==> src/rtl/simd_ls_pkg.sv <==
package simd_ls_pkg;
   localparam int RNUM_W = 5;
   localparam int LANE_W = 4;
   localparam int CNT_W  = 3;

   typedef enum logic [1:0] {
      ESZ_B = 2'd0,
      ESZ_H = 2'd1,
      ESZ_W = 2'd2,
      ESZ_D = 2'd3
   } esz_e;

   typedef struct packed {
      logic              nomatch;
      logic              illegal;
      logic              load;
      logic              post;
      logic              repl;
      esz_e              esz;
      logic [CNT_W-1:0]  nstruct;
      logic [LANE_W-1:0] lane;
      logic              q;
      logic [RNUM_W-1:0] rt;
      logic [RNUM_W-1:0] rn;
      logic [RNUM_W-1:0] rm;
   } dec_t;
endpackage

==> src/rtl/simd_ls_fields.sv <==
module simd_ls_fields
   import simd_ls_pkg::*;
#(
   parameter int INSN_W = 32
) (
   input  logic [INSN_W-1:0] word_i,
   output logic              hit_o,
   output logic              q_o,
   output logic              post_o,
   output logic              load_o,
   output logic              rsel_o,
   output logic [2:0]        opc_o,
   output logic              s_o,
   output logic [1:0]        size_o,
   output logic [RNUM_W-1:0] rt_o,
   output logic [RNUM_W-1:0] rn_o,
   output logic [RNUM_W-1:0] rm_o
);
   localparam int         CLS_LO   = 24;
   localparam int         CLS_HI   = 29;
   localparam logic [5:0] CLS_CODE = 6'b001101;
   localparam int         RT_LO    = 0;
   localparam int         RN_LO    = 5;
   localparam int         RM_LO    = 16;

   assign hit_o  = !word_i[31] && (word_i[CLS_HI:CLS_LO] == CLS_CODE);
   assign q_o    = word_i[30];
   assign post_o = word_i[23];
   assign load_o = word_i[22];
   assign rsel_o = word_i[21];
   assign opc_o  = word_i[15:13];
   assign s_o    = word_i[12];
   assign size_o = word_i[11:10];
   assign rt_o   = word_i[RT_LO +: RNUM_W];
   assign rn_o   = word_i[RN_LO +: RNUM_W];
   assign rm_o   = word_i[RM_LO +: RNUM_W];
endmodule

==> src/rtl/simd_ls_lane_map.sv <==
module simd_ls_lane_map
   import simd_ls_pkg::*;
(
   input  logic [1:0]        base_i,
   input  logic              q_i,
   input  logic              s_i,
   input  logic [1:0]        size_i,
   input  logic              load_i,
   output esz_e              esz_o,
   output logic [LANE_W-1:0] lane_o,
   output logic              repl_o,
   output logic              bad_o
);
   always_comb begin
      esz_o  = ESZ_B;
      lane_o = '0;
      repl_o = 1'b0;
      bad_o  = 1'b0;
      unique case (base_i)
         2'd0: begin
            lane_o = {q_i, s_i, size_i};
         end
         2'd1: begin
            esz_o  = ESZ_H;
            lane_o = {1'b0, q_i, s_i, size_i[1]};
            bad_o  = size_i[0];
         end
         2'd2: begin
            if (size_i[0]) begin
               esz_o  = ESZ_D;
               lane_o = {3'b000, q_i};
               bad_o  = size_i[1] | s_i;
            end else begin
               esz_o  = ESZ_W;
               lane_o = {2'b00, q_i, s_i};
               bad_o  = size_i[1];
            end
         end
         default: begin
            repl_o = 1'b1;
            esz_o  = esz_e'(size_i);
            bad_o  = !load_i | s_i;
         end
      endcase
   end
endmodule

==> src/rtl/simd_lane_ldst_dec.sv <==
module simd_lane_ldst_dec
   import simd_ls_pkg::*;
#(
   parameter int INSN_W  = 32,
   parameter bit OUT_REG = 1'b1
) (
   input  logic              clk,
   input  logic              rst_n,
   input  logic              in_vld,
   input  logic [INSN_W-1:0] in_word,
   output logic              out_vld,
   output logic              out_nomatch,
   output logic              out_illegal,
   output logic              out_load,
   output logic              out_post,
   output logic              out_repl,
   output logic [1:0]        out_scale,
   output logic [CNT_W-1:0]  out_count,
   output logic [LANE_W-1:0] out_lane,
   output logic              out_q,
   output logic [RNUM_W-1:0] out_rt,
   output logic [RNUM_W-1:0] out_rn,
   output logic [RNUM_W-1:0] out_rm
);
   if (INSN_W != 32) begin : g_bad_width
      $error("simd_lane_ldst_dec: INSN_W must be 32");
   end

   logic              hit, q, post, load, rsel, s, repl, lane_bad;
   logic [2:0]        opc;
   logic [1:0]        size;
   logic [RNUM_W-1:0] rt, rn, rm;
   logic [LANE_W-1:0] lane;
   esz_e              esz;
   dec_t              dec_c, dec_q;
   logic              vld_q;

   simd_ls_fields #(.INSN_W(INSN_W)) u_fields (
      .word_i (in_word),
      .hit_o  (hit),
      .q_o    (q),
      .post_o (post),
      .load_o (load),
      .rsel_o (rsel),
      .opc_o  (opc),
      .s_o    (s),
      .size_o (size),
      .rt_o   (rt),
      .rn_o   (rn),
      .rm_o   (rm)
   );

   simd_ls_lane_map u_lane (
      .base_i (opc[2:1]),
      .q_i    (q),
      .s_i    (s),
      .size_i (size),
      .load_i (load),
      .esz_o  (esz),
      .lane_o (lane),
      .repl_o (repl),
      .bad_o  (lane_bad)
   );

   always_comb begin
      dec_c         = '0;
      dec_c.nomatch = !hit;
      dec_c.illegal = hit && (lane_bad || (!post && (rm != '0)));
      dec_c.load    = load;
      dec_c.post    = post;
      dec_c.repl    = repl;
      dec_c.esz     = esz;
      dec_c.nstruct = {1'b0, opc[0], rsel} + CNT_W'(1);
      dec_c.lane    = lane;
      dec_c.q       = q;
      dec_c.rt      = rt;
      dec_c.rn      = rn;
      dec_c.rm      = rm;
   end

   if (OUT_REG) begin : g_reg
      always_ff @(posedge clk or negedge rst_n) begin
         if (!rst_n) begin
            vld_q <= 1'b0;
            dec_q <= '0;
         end else begin
            vld_q <= in_vld;
            if (in_vld) dec_q <= dec_c;
         end
      end

      // valid is delayed by exactly one clock
      a_r1_vld_follows: assert property (@(posedge clk) disable iff (!rst_n)
         in_vld |=> out_vld);
      a_r1_no_spurious_vld: assert property (@(posedge clk) disable iff (!rst_n)
         !in_vld |=> !out_vld);
      // decoded fields hold while no valid word arrives
      a_r1_hold_when_idle: assert property (@(posedge clk) disable iff (!rst_n)
         !in_vld |=> $stable(out_rt) && $stable(out_lane) && $stable(out_illegal));
   end else begin : g_comb
      assign vld_q = in_vld;
      assign dec_q = dec_c;
   end

   assign out_vld     = vld_q;
   assign out_nomatch = dec_q.nomatch;
   assign out_illegal = dec_q.illegal;
   assign out_load    = dec_q.load;
   assign out_post    = dec_q.post;
   assign out_repl    = dec_q.repl;
   assign out_scale   = dec_q.esz;
   assign out_count   = dec_q.nstruct;
   assign out_lane    = dec_q.lane;
   assign out_q       = dec_q.q;
   assign out_rt      = dec_q.rt;
   assign out_rn      = dec_q.rn;
   assign out_rm      = dec_q.rm;

   // no-match never coexists with illegal
   a_r2_nomatch_excl: assert property (@(posedge clk) disable iff (!rst_n)
      out_vld |-> !(out_nomatch && out_illegal));
   // an accepted replicate form is always a load
   a_r8_repl_is_load: assert property (@(posedge clk) disable iff (!rst_n)
      (out_vld && !out_nomatch && !out_illegal && out_repl) |-> out_load);
   // accepted non-post-index forms carry Rm of zero
   a_r9_rm_zero: assert property (@(posedge clk) disable iff (!rst_n)
      (out_vld && !out_nomatch && !out_illegal && !out_post) |-> (out_rm == '0));
   // an accepted doubleword lane never exceeds one bit
   a_r7_dword_lane: assert property (@(posedge clk) disable iff (!rst_n)
      (out_vld && !out_nomatch && !out_illegal && !out_repl && out_scale == 2'd3)
      |-> (out_lane[3:1] == 3'b000));
endmodule

==> config.mk <==
export PLATFORM = sky130hd
export DESIGN_NAME = simd_lane_ldst_dec
export DESIGN_NICKNAME = d
export VERILOG_FILES = /design/src/rtl/simd_ls_pkg.sv /design/src/rtl/simd_ls_fields.sv /design/src/rtl/simd_ls_lane_map.sv /design/src/rtl/simd_lane_ldst_dec.sv
export SDC_FILE = /design/constraint.sdc
export NUM_CORES = 1
export LEC_CHECK = 0
export CAP_MARGIN = 20
export CORE_UTILIZATION = 45
export DETAILED_ROUTE_END_ITERATION = 10
export PLACE_DENSITY = 0.94
export SLEW_MARGIN = 20
export SYNTH_ARGS = -nofsm -noshare
export SYNTH_HDL_FRONTEND = slang
export SYNTH_HIERARCHICAL = 1
export SYNTH_SLANG_ARGS = --single-unit
==> constraint.sdc <==
create_clock -name clk -period 2 [get_ports clk]
set_input_delay 0.3 -clock clk [delete_from_list [all_inputs] [get_ports clk]]
set_output_delay 0.3 -clock clk [all_outputs]
set_load 0.02 [all_outputs]
==> summary.md, run 1 <==
| Metric | Value |
|---|---|
| Status | `completed` |
| Setup CP Type | `reg2out` |
| Antenna violations before repair | `0` |
| Routed wire length | `approximately 3200 um` |
| N_diodes | `0` |
| Setup violations, final | `0` |
| H-tree Lvls | `2` |
| 1st-iter DRT viols | `77` |
| Period utilisation layout | `81.0%` |
| CTS Sinks | `31` |
| Vias per cell | `4.81` |
| CTS buffer count | `5` |
| Via Count | `between 1,000 and 1,500` |
| GRT overflow | `0` |
| Final TNS setup | `0 ps` |
| Final Critical Period | `around 1600 ps` |
| Sequential Area | `between 700 and 800 um^2` |
| Port buffer count | `65` |
| Vias in the first global route | `1,030` |
| Post-synth EDFFs | `0` |
| Initial core utilization | `between 40% and 50%` |
| Rows | `21` |
| Main synth FF type | `dfrtp_1` |
| Required @ worst endpoint | `1700 ps` |
| Syn Area/Cell | `12.8 um^2` |
| Post-CTS resize count | `0` |
| HP Class | `in2async` |
| Cell Area, Synth | `around 0.0016 mm^2` |
| WP buf/inv | `1` |
| HPWL Detailed | `roughly 2500 um` |
| Crit path max fanout | `2` |
| CP Cell Sequence | `clkdlybuf4s50_1` |
| Critical-path cell with the highest stage delay | `clkdlybuf4s50_1` |
| First-pass DRT Iterations | `2` |
| PD cells | `about 760 mW/mm^2` |
| First-pass GRT wire length | `around 4600 um` |
| Die Ht | `60.9 um` |
| Synth warn | `6` |
| Post-CTS Setup Repair Bufs | `0` |
| Hold buffer count at CTS | `0` |
| Post-synth top area share | `between 40% and 50%` |
| Worst path max stage delay | `between 600 and 700 ps` |
| Die ar. | `0.00370 mm^2` |
| Post-route ant nets | `0` |
| Nets | `201` |
| Post-synth top area cell | `dfrtp_1` |
| Delay-heaviest family, CP | `buffers and inverters` |
| Core area | `between 0.003 and 0.004 mm^2` |
| Area grow syn2layout | `38.3%` |
| CTS clk-pin slew, worst paths | `approximately 100 ps` |
| Worst EP arrival | `~1300 ps` |
| Top cells by area, synth | `dfrtp_1 (50%), mux2_2 (17%), buf_4 (13%), mux2i_1 (3.2%), mux2_1 (2.9%)` |
| Syn Nets | `between 150 and 200` |
| Root Buffer | `clkbuf_4` |
| Clk buf depth | `2` |
| Leakage Power | `slightly above 0.9 nW` |
| Unrepaired setup endpoints after global routing | `no` |
| Multi-input logic area | `approximately 540 um^2` |
| Pin count of the biggest net entering global routing | `34` |
| Fillers | `approximately 260` |
| Max-cap violations | `0` |
| Slew headroom | `about three quarters` |
| Most frequent cells in the layout | `clkdlybuf4s50_1 (65), dfrtp_1 (31), mux2_2 (24)` |
| TritonCTS clock tree | `built` |
| Post-synth ARST share | `between 90% and 100%` |
| Die Span X | `60.9 um` |
| Synthesized flop and latch total | `31` |
| Mapped Cells | `between 100 and 150` |
| Layout cells sized above 1 | `around a quarter` |
| Yosys cell types | `26` |
| Wire length per cell | `about 15 um` |
| Worst-Margin Slew | `~390 ps` |
| Final Hold Viols | `0` |
| Worst setup EP type | `output port` |
| Seq/Total Area, Yosys | `about half` |
| F_max | `roughly 600 MHz` |
| Power, Total | `0.00163 W` |
| Max-slew violations | `0` |
| Setup Skew | `0 ps` |
| Worst setup SP type | `register` |
| Commonest non-fill, non-tap cell in the layout | `clkdlybuf4s50_1` |
| Worst-skew pair later-pin latency | `roughly 330 ps` |
| GPL Wtd Cong | `between 0.6 and 0.7` |
| DR DRC count | `0` |
| I/O pin total | `between 60 and 70` |
| Peak supply drop | `555 uV` |
| GRT Util Overall | `18.1%` |
==> cells by family (layout without fill, tap and decap cells) <==
family	count (synthesis)	count (layout)	share of synthesized area, %
buffers and inverters	37	81	15.9
adder cells (fa/ha/maj)	1	1	0.802
multiplexers	33	33	23.4
AND/OR/NAND/NOR	13	13	5.94
AO/OA/AOI/OAI	7	7	4.17
flip-flops	31	31	49.8
==> power breakdown <==
group	switching (W)	leakage [nW]	internal [W]
Sequential	0.0000311	0.369	0.000686
Combinational	0.000175	0.499	0.000227
Clock	0.000213	0.0482	0.000295
==> area by class of cell <==
cell class / count / area share (%)
tap: 46 / 2.67
sequential: 31 / 36.0
clock inverter: 2 / 1.63
multi-input combinational: 54 / 24.8
clock buffer: 6 / 2.38
inverter: 6 / 1.04
timing repair buffer: 67 / 31.5
==> state kept, by name, summed over array words and instances, names as in the netlist, 2 cells and up <==
register	flops
out_count	3
out_lane	4
out_rm	5
out_rn	5
out_rt	5
out_scale	2
==> through the flow <==
step,hold slack (ps),cell area (um^2),utilization (%),std cells,worst slack [ps]
finish,352,2160,64.6,212,379
CTS,353,2160,64.6,212,370
floorplan,4.41,1560,-,122,704
detailed placement,488,2070,62.0,204,252
global route,372,2160,64.6,212,323
global placement,472,2070,62.0,204,310
==> worst paths after layout <==
kind,from,end,slack (ps),depth (start not counted)
worst min register to register,out_rn[2],out_rn[2],510,1
min in group clk,out_rn[2],out_rn[2],510,1
worst max-delay path,out_rt[1],out_rt[1],380,1
worst min-delay path,rst_n,out_rt[2],350,2
worst max register to register,out_rt[1],out_rt[1],1210,1
max in group asynchronous,rst_n,out_lane[2],1350,2
==> routing by layer <==
metal  vias up  GRT usage (%)  part of all wire [%]
li1        480              -                     -
met1       500           19.6                    38
met2        35           33.0                    56
met3         4           6.40                   5.0
met4         0           5.84                   1.1
met5         -              0                     0
==> synth_stat cells (2+ instances only) <==
cell and instances:
dfrtp_1 31, buf_4 26, mux2_2 24, inv_1 6, mux2i_1 5, mux2_1 4
buf_2 3, nand2b_1 3, nand3_1 2, nor2_1 2
(Power assumes the default switching activity.)
==> run 2: changes to the inputs <==
CORE_UTILIZATION = 38   (was 45)
PLACE_DENSITY = 0.86   (was 0.94)
clock period = 1.35 ns   (was 2 ns; I/O delays follow)
==> run 2 against run 1 <==
Die area is 18% higher. Clock-buffer cell count stayed put. Combinational power is 34% higher. Total power is 64% higher. Final cell count is 3.3% higher. Clock power is 110% higher. Sequential power is 48% higher. Non-clock buffer count is 5 higher. Worst setup slack worse by 320 ps. Clock skew stayed put. Critical endpoint is now out_illegal. Highest routed layer unchanged.
==> summary.md, run 2 (synthesized netlist as in run 1, its figures left out) <==
| Metric | Value |
|---|---|
| Leakage Power | `1.05 nW (+14%)` |
| Final Critical Period | `approximately 1300 ps` |
| Via Count | `1,024 (+0.49%)` |
| Rows | `22 (+4.8%)` |
| Wire length per cell | `13.8 um (-8.9%)` |
| Die ar. | `0.00436 mm^2 (+18%)` |
| First-pass GRT wire length | `4860 um (+4.8%)` |
| PD cells | `1200 mW/mm^2 (+59%)` |
| Crit path max fanout | `2 (unchanged)` |
| Max-cap violations | `0 (unchanged)` |
| DR DRC count | `0 (unchanged)` |
| Final TNS setup | `0 ps (unchanged)` |
| N_diodes | `0 (unchanged)` |
| TritonCTS clock tree | `built` |
| Nets | `206 (+2.5%)` |
| CTS buffer count | `5 (unchanged)` |
| Commonest non-fill, non-tap cell in the layout | `dlygate4sd2_1` |
| Vias per cell | `4.68 (-2.7%)` |
| Setup Skew | `0 ps (unchanged)` |
| I/O pin total | `66 (unchanged)` |
| Post-route ant nets | `0 (unchanged)` |
| Die Ht | `66.1 um (+8.5%)` |
| Worst EP arrival | `1440 ps (+120 ps)` |
| Area grow syn2layout | `42.5%` |
| Antenna violations before repair | `0 (unchanged)` |
| GRT Util Overall | `15.2% (-2.9 points)` |
| Setup ws final | `58.2 ps (-321 ps)` |
| Initial core utilization | `41.0% (-5.7 points)` |
| Final Hold Viols | `0 (unchanged)` |
| Vias in the first global route | `1,117 (+8.4%)` |
| CTS clk-pin slew, worst paths | `70 ps (-30 ps)` |
| Worst setup SP type | `primary input` |
| Clk buf depth | `2 (unchanged)` |
| Clk pwr share | `40.0% (+8.7 points)` |
| Port buffer count | `65 (unchanged)` |
| Routed wire length | `3030 um (-5.9%)` |
| Max-slew violations | `0 (unchanged)` |
| Root Buffer | `clkbuf_8` |
| H-tree Lvls | `2 (unchanged)` |
| Worst-Margin Slew | `342 ps (-50.8 ps)` |
| HP Class | `in2async` |
| CP Cell Sequence | `clkdlybuf4s50_1 -> or4_4 -> o2111ai_2 -> nand3_1` |
| HPWL Detailed | `2330 um (-5.5%)` |
| F_max | `just under 800 MHz` |
| Sw frac | `23.6% (-2.2 points)` |
| Pre-CTS WS | `-298 ps (-550 ps)` |
| 1st-iter DRT viols | `17 (-78%)` |
| Final core area utilization | `58.5% (-6.1 points)` |
| Unrepaired setup endpoints after global routing | `no` |
| Critical-path cell with the highest stage delay | `or4_4` |
| Die Span X | `66.1 um (+8.5%)` |
| Status | `completed` |
| Post-CTS Setup Repair Bufs | `0 (unchanged)` |
| WP buf/inv | `1 (unchanged)` |
| Worst path max stage delay | `550 ps (-60 ps)` |
| First-pass DRT Iterations | `2 (unchanged)` |
| GPL Wtd Cong | `0.855 (+23%)` |
| Period utilisation layout | `between 90% and 100%` |
| Stages on the worst setup path | `4 (+3)` |
| R2R depth | `1 (unchanged)` |
| Core area | `0.00380 mm^2 (+14%)` |
| Switching Power | `0.000629 W (+50%)` |
| Pin count of the biggest net entering global routing | `32 (-5.9%)` |
| Post-Layout Cell Count | `219 (+3.3%)` |
| Delay-heaviest family, CP | `simple AND/OR/NAND/NOR gates` |
| Worst setup EP type | `register` |
| Power, Total | `0.00266 W (+64%)` |
| Layout cells sized above 1 | `25.1% (+1.7 points)` |
| Peak supply drop | `681 uV (+23%)` |
| Sequential Power Share | `39.8% (-4.2 points)` |
| Setup violations, final | `0 (unchanged)` |
| Worst-skew pair later-pin latency | `270 ps (-60 ps)` |
| Most frequent cells in the layout | `dlygate4sd2_1 (32), dfrtp_1 (31), clkdlybuf4s50_1 (30)` |
| Gate power share | `20.1% (-4.6 points)` |
| Placed insts | `211 (+3.4%)` |
| Hold buffer count at CTS | `0 (unchanged)` |
| GRT overflow | `0 (unchanged)` |
| Slew headroom | `77.2% (+3.4 points)` |
| Required @ worst endpoint | `1500 ps (-200 ps)` |
| Setup CP Type | `in2reg` |
| P_int | `0.00204 W (+68%)` |
| CTS Sinks | `31 (unchanged)` |
run 2: cell types whose count changed in the layout (fill, tap and decap cells not counted):
cell,delta
clkbuf_8,+4
clkbuf_1,+1
clkdlybuf4s50_1,-35
buf_12,+1
dlygate4sd2_1,+32
clkbuf_4,-5
bufinv_16,+1
clkinv_2,-1
dlymetal6s2s_1,+3
buf_4,+4
run 2: through the flow:
stage | instance area [um^2] | hold WS [ps]
floorplan | 1560 | -93.1
global placement | 2120 | 471
detailed placement | 2120 | 490
CTS | 2210 | 286
global route | 2220 | 310
finish | 2220 | 280
run 2: path summary, 6_finish.rpt:
path | endpoint | from | slack (ps)
min in group clk | out_illegal | in_word[25] | 460
setup / recovery | out_illegal | in_word[16] | 60
hold / removal | out_scale[0] | rst_n | 280
max in group asynchronous | out_rm[0] | rst_n | 900
setup reg to reg | out_lane[3] | out_lane[3] | 560
hold reg to reg | out_rn[1] | out_rn[1] | 500
run 2: what timing repair did:
item | 4_1_cts | 5_1_grt
gates cloned | 0 | 0
setup endpoints to repair | 32 | 1
gates resized for setup | 32 | 3
pin swaps | 0 | 4
run 2: layer usage:
layer | global-route usage [%] | wire [um] | up-vias
met2 | 28.8 | 1610 | 43
met4 | 6.38 | 32 | 0
met1 | 15.3 | 1150 | 487
met3 | 4.31 | 241 | 4
met5 | 0 | 0 | -
li1 | - | - | 490
run 2: power groups by stage:
stage / clock network [W] / registers (W) / logic (W)
3_5_place_dp: 0 / 0.00108 / 0.000610
3_3_place_gp: 0 / 0.00108 / 0.000596
5_1_grt: 0.00112 / 0.00107 / 0.000574
2_1_floorplan: 0 / 0.00119 / 0.000206
4_1_cts: 0.00109 / 0.00106 / 0.000548
6_report: 0.00107 / 0.00106 / 0.000537
run 2: cell type report:
cell class | count | area, um^2
clock inverter | 2 | 60.1
clock buffer | 6 | 72.6
timing repair buffer | 72 | 696
multi-input combinational | 54 | 536
inverter | 6 | 22.5
sequential | 31 | 776
fill | 334 | 1580
tap | 48 | 60.1
==> run 3: changes to the inputs <==
PLACE_DENSITY = 0.76   (was 0.86)
==> run 3 against run 2 <==
Register-to-register slack hardly changed. Clock power is 33% lower. Clock skew stayed put. Total power is 13% lower. Combinational power is 0.7% higher. Non-clock buffer count stayed put. Sequential share of layout area is 0.40 points higher. Maximum frequency is 0.38% higher. Critical path depth stayed put. Utilization is 0.66 points lower. Sequential power hardly changed. First-iteration DRC count stayed put. Critical endpoint unchanged. Largest cell class unchanged. Largest power group is now registers.
==> summary.md, run 3 (synthesized netlist as in run 1, its figures left out) <==
| Metric | Value |
|---|---|
| Leakage Power | `1.04 nW (-0.65%)` |
| I/O pin total | `66 (unchanged)` |
| Clk pwr share | `30.9% (-9.1 points)` |
| TritonCTS clock tree | `built` |
| Hold buffer count at CTS | `0 (unchanged)` |
| Die Ht | `66.1 um (unchanged)` |
| Worst setup SP type | `primary input` |
| Wire length per cell | `14.2 um (+2.2%)` |
| Worst reg2reg startpoint | `out_rn[2]` |
| CP Cell Sequence | `clkdlybuf4s50_1 -> or4_4 -> o2111ai_2 -> nand3_1` |
| Sequential Power Share | `45.7% (+5.9 points)` |
| Gate power share | `23.4% (+3.3 points)` |
| Period utilisation layout | `95.3% (-0.36 points)` |
| Post-route ant nets | `0 (unchanged)` |
| Status | `completed` |
| Sw frac | `26.6% (+3.0 points)` |
| Die ar. | `0.00436 mm^2 (unchanged)` |
| GRT Util Overall | `15.4% (+0.16 points)` |
| Most frequent cells in the layout | `dfrtp_1 (31), dlygate4sd2_1 (31), clkdlybuf4s50_1 (30)` |
| Setup Skew | `0 ps (unchanged)` |
| Unrepaired setup endpoints after global routing | `no` |
| Pre-CTS WS | `-275 ps (+23.0 ps)` |
| F_max | `777 MHz (+0.38%)` |
| Final Critical Period | `1290 ps (-4.90 ps)` |
| HP Class | `in2async` |
| Worst path max stage delay | `540 ps (about the same)` |
| Peak supply drop | `735 uV (+7.9%)` |
| Clk buf depth | `2 (unchanged)` |
| Placed insts | `211 (unchanged)` |
| Post-Layout Cell Count | `218 (-0.46%)` |
| H-tree Lvls | `2 (unchanged)` |
| Vias in the first global route | `1,079 (-3.4%)` |
| Slew headroom | `76.2% (-1.0 points)` |
| Area grow syn2layout | `40.9%` |
| P_int | `0.00170 W (-17%)` |
| Max-cap violations | `0 (unchanged)` |
| PD cells | `1050 mW/mm^2 (-12%)` |
| Reg2reg setup slack | `570 ps (about the same)` |
| First-pass DRT Iterations | `3 (+1)` |
| First-pass GRT wire length | `4820 um (-0.84%)` |
| Critical-path cell with the highest stage delay | `or4_4` |
| Max-slew violations | `0 (unchanged)` |
| Worst-Margin Slew | `357 ps (+15.0 ps)` |
| Core area | `0.00380 mm^2 (unchanged)` |
| Via Count | `1,028 (+0.39%)` |
| Routed wire length | `3090 um (+1.7%)` |
| Fillers | `316 (-5.4%)` |
| Nets | `206 (unchanged)` |
| HPWL Detailed | `2260 um (-2.9%)` |
| Post-CTS Setup Repair Bufs | `0 (unchanged)` |
| N_diodes | `0 (unchanged)` |
| Required @ worst endpoint | `1500 ps (about the same)` |
| 1st-iter DRT viols | `17 (unchanged)` |
| CTS Sinks | `31 (unchanged)` |
| Worst setup EP type | `register` |
| Crit path max fanout | `2 (unchanged)` |
| DR DRC count | `0 (unchanged)` |
| Vias per cell | `4.72 (+0.85%)` |
| CTS buffer count | `5 (unchanged)` |
| Critical Path Source | `in_word[16]` |
| Switching Power | `0.000616 W (-2.0%)` |
| Worst EP arrival | `1440 ps (about the same)` |
| GPL Wtd Cong | `0.688 (-20%)` |
| R2R depth | `1 (unchanged)` |
| Setup violations, final | `0 (unchanged)` |
| Rows | `22 (unchanged)` |
| Final Hold Viols | `0 (unchanged)` |
| Port buffer count | `65 (unchanged)` |
| Initial core utilization | `41.0% (unchanged)` |
| Layout cells sized above 1 | `26.5% (+1.3 points)` |
| GRT overflow | `0 (unchanged)` |
| CTS clk-pin slew, worst paths | `60 ps (about the same)` |
| Setup CP Type | `in2reg` |
| Worst-skew pair later-pin latency | `280 ps (about the same)` |
| Die Span X | `66.1 um (unchanged)` |
| Pin count of the biggest net entering global routing | `32 (unchanged)` |
| Setup ws final | `63.1 ps (+4.90 ps)` |
| Antenna violations before repair | `0 (unchanged)` |
| Root Buffer | `clkbuf_8` |
==> run 3: cell count changes in the layout (fill, tap and decap cells not counted), sizes merged <==
cell and change:
bufinv -2, dlymetal6s2s +1, clkinv +1, dlygate4sd2 -1
==> run 3: layout make-up <==
type                       instances  area (um^2)  area share [%]
sequential                        31          776            35.3
timing repair buffer              72          699            31.8
multi-input combinational         54          552            25.1
clock buffer                       6         82.6            3.76
tap                               48         60.1            2.73
inverter                           6         22.5            1.03
clock inverter                     1         5.00           0.228
==> run 3: power groups by stage <==
| stage | Sequential (W) | Combinational [W] | Clock (W) |
|---|---|---|---|
| after floorplan | 0.00119 | 0.000206 | 0 |
| after global placement | 0.00107 | 0.000599 | 0 |
| after detailed placement | 0.00108 | 0.000609 | 0 |
| after CTS | 0.00106 | 0.000547 | 0.000748 |
| after global routing | 0.00107 | 0.000583 | 0.000799 |
| final | 0.00106 | 0.000541 | 0.000715 |
==> run 3: routing by layer <==
| metal | track usage (%) | vias up | share of wire (%) |
|---|---|---|---|
| li1 | - | 492 | - |
| met1 | 15.8 | 482 | 39 |
| met2 | 27.7 | 48 | 50 |
| met3 | 4.31 | 6 | 9.3 |
| met4 | 8.78 | 0 | 2.0 |
| met5 | 0 | - | 0 |
==> run 3: worst paths after layout <==
path	end
worst max-delay path	out_illegal
max in group asynchronous	out_rn[1]
worst max register to register	out_rn[2]
worst min-delay path	out_lane[0]
worst min register to register	out_q
min in group clk	out_illegal
==> run 3: per-stage QoR <==
step / area [um^2] / util, % / power [W] / hold WS (ps) / TNS [ps]
after floorplan: 1560 / - / 0.00139 / -93.1 / 0
after global placement: 2120 / 55.9 / 0.00167 / 468 / -2130
after detailed placement: 2120 / 55.9 / 0.00169 / 482 / -2790
after CTS: 2170 / 57.1 / 0.00236 / 297 / 0
after global routing: 2200 / 57.8 / 0.00245 / 294 / 0
final: 2200 / 57.8 / 0.00232 / 296 / 0
==> run 3: critical path, delay by kind of cell <==
family | cells | cell delay [ps]
and+or+nand+nor | 2 | 620
buffers and inverters | 1 | 430
AOI/OAI and AO/OA | 1 | 180
==> run 3: timing repair <==
item	CTS	global route
pin swaps	0	4
endpoints found under the hold margin	0	0
endpoints found under the setup margin	31	3
gates resized for setup	31	7
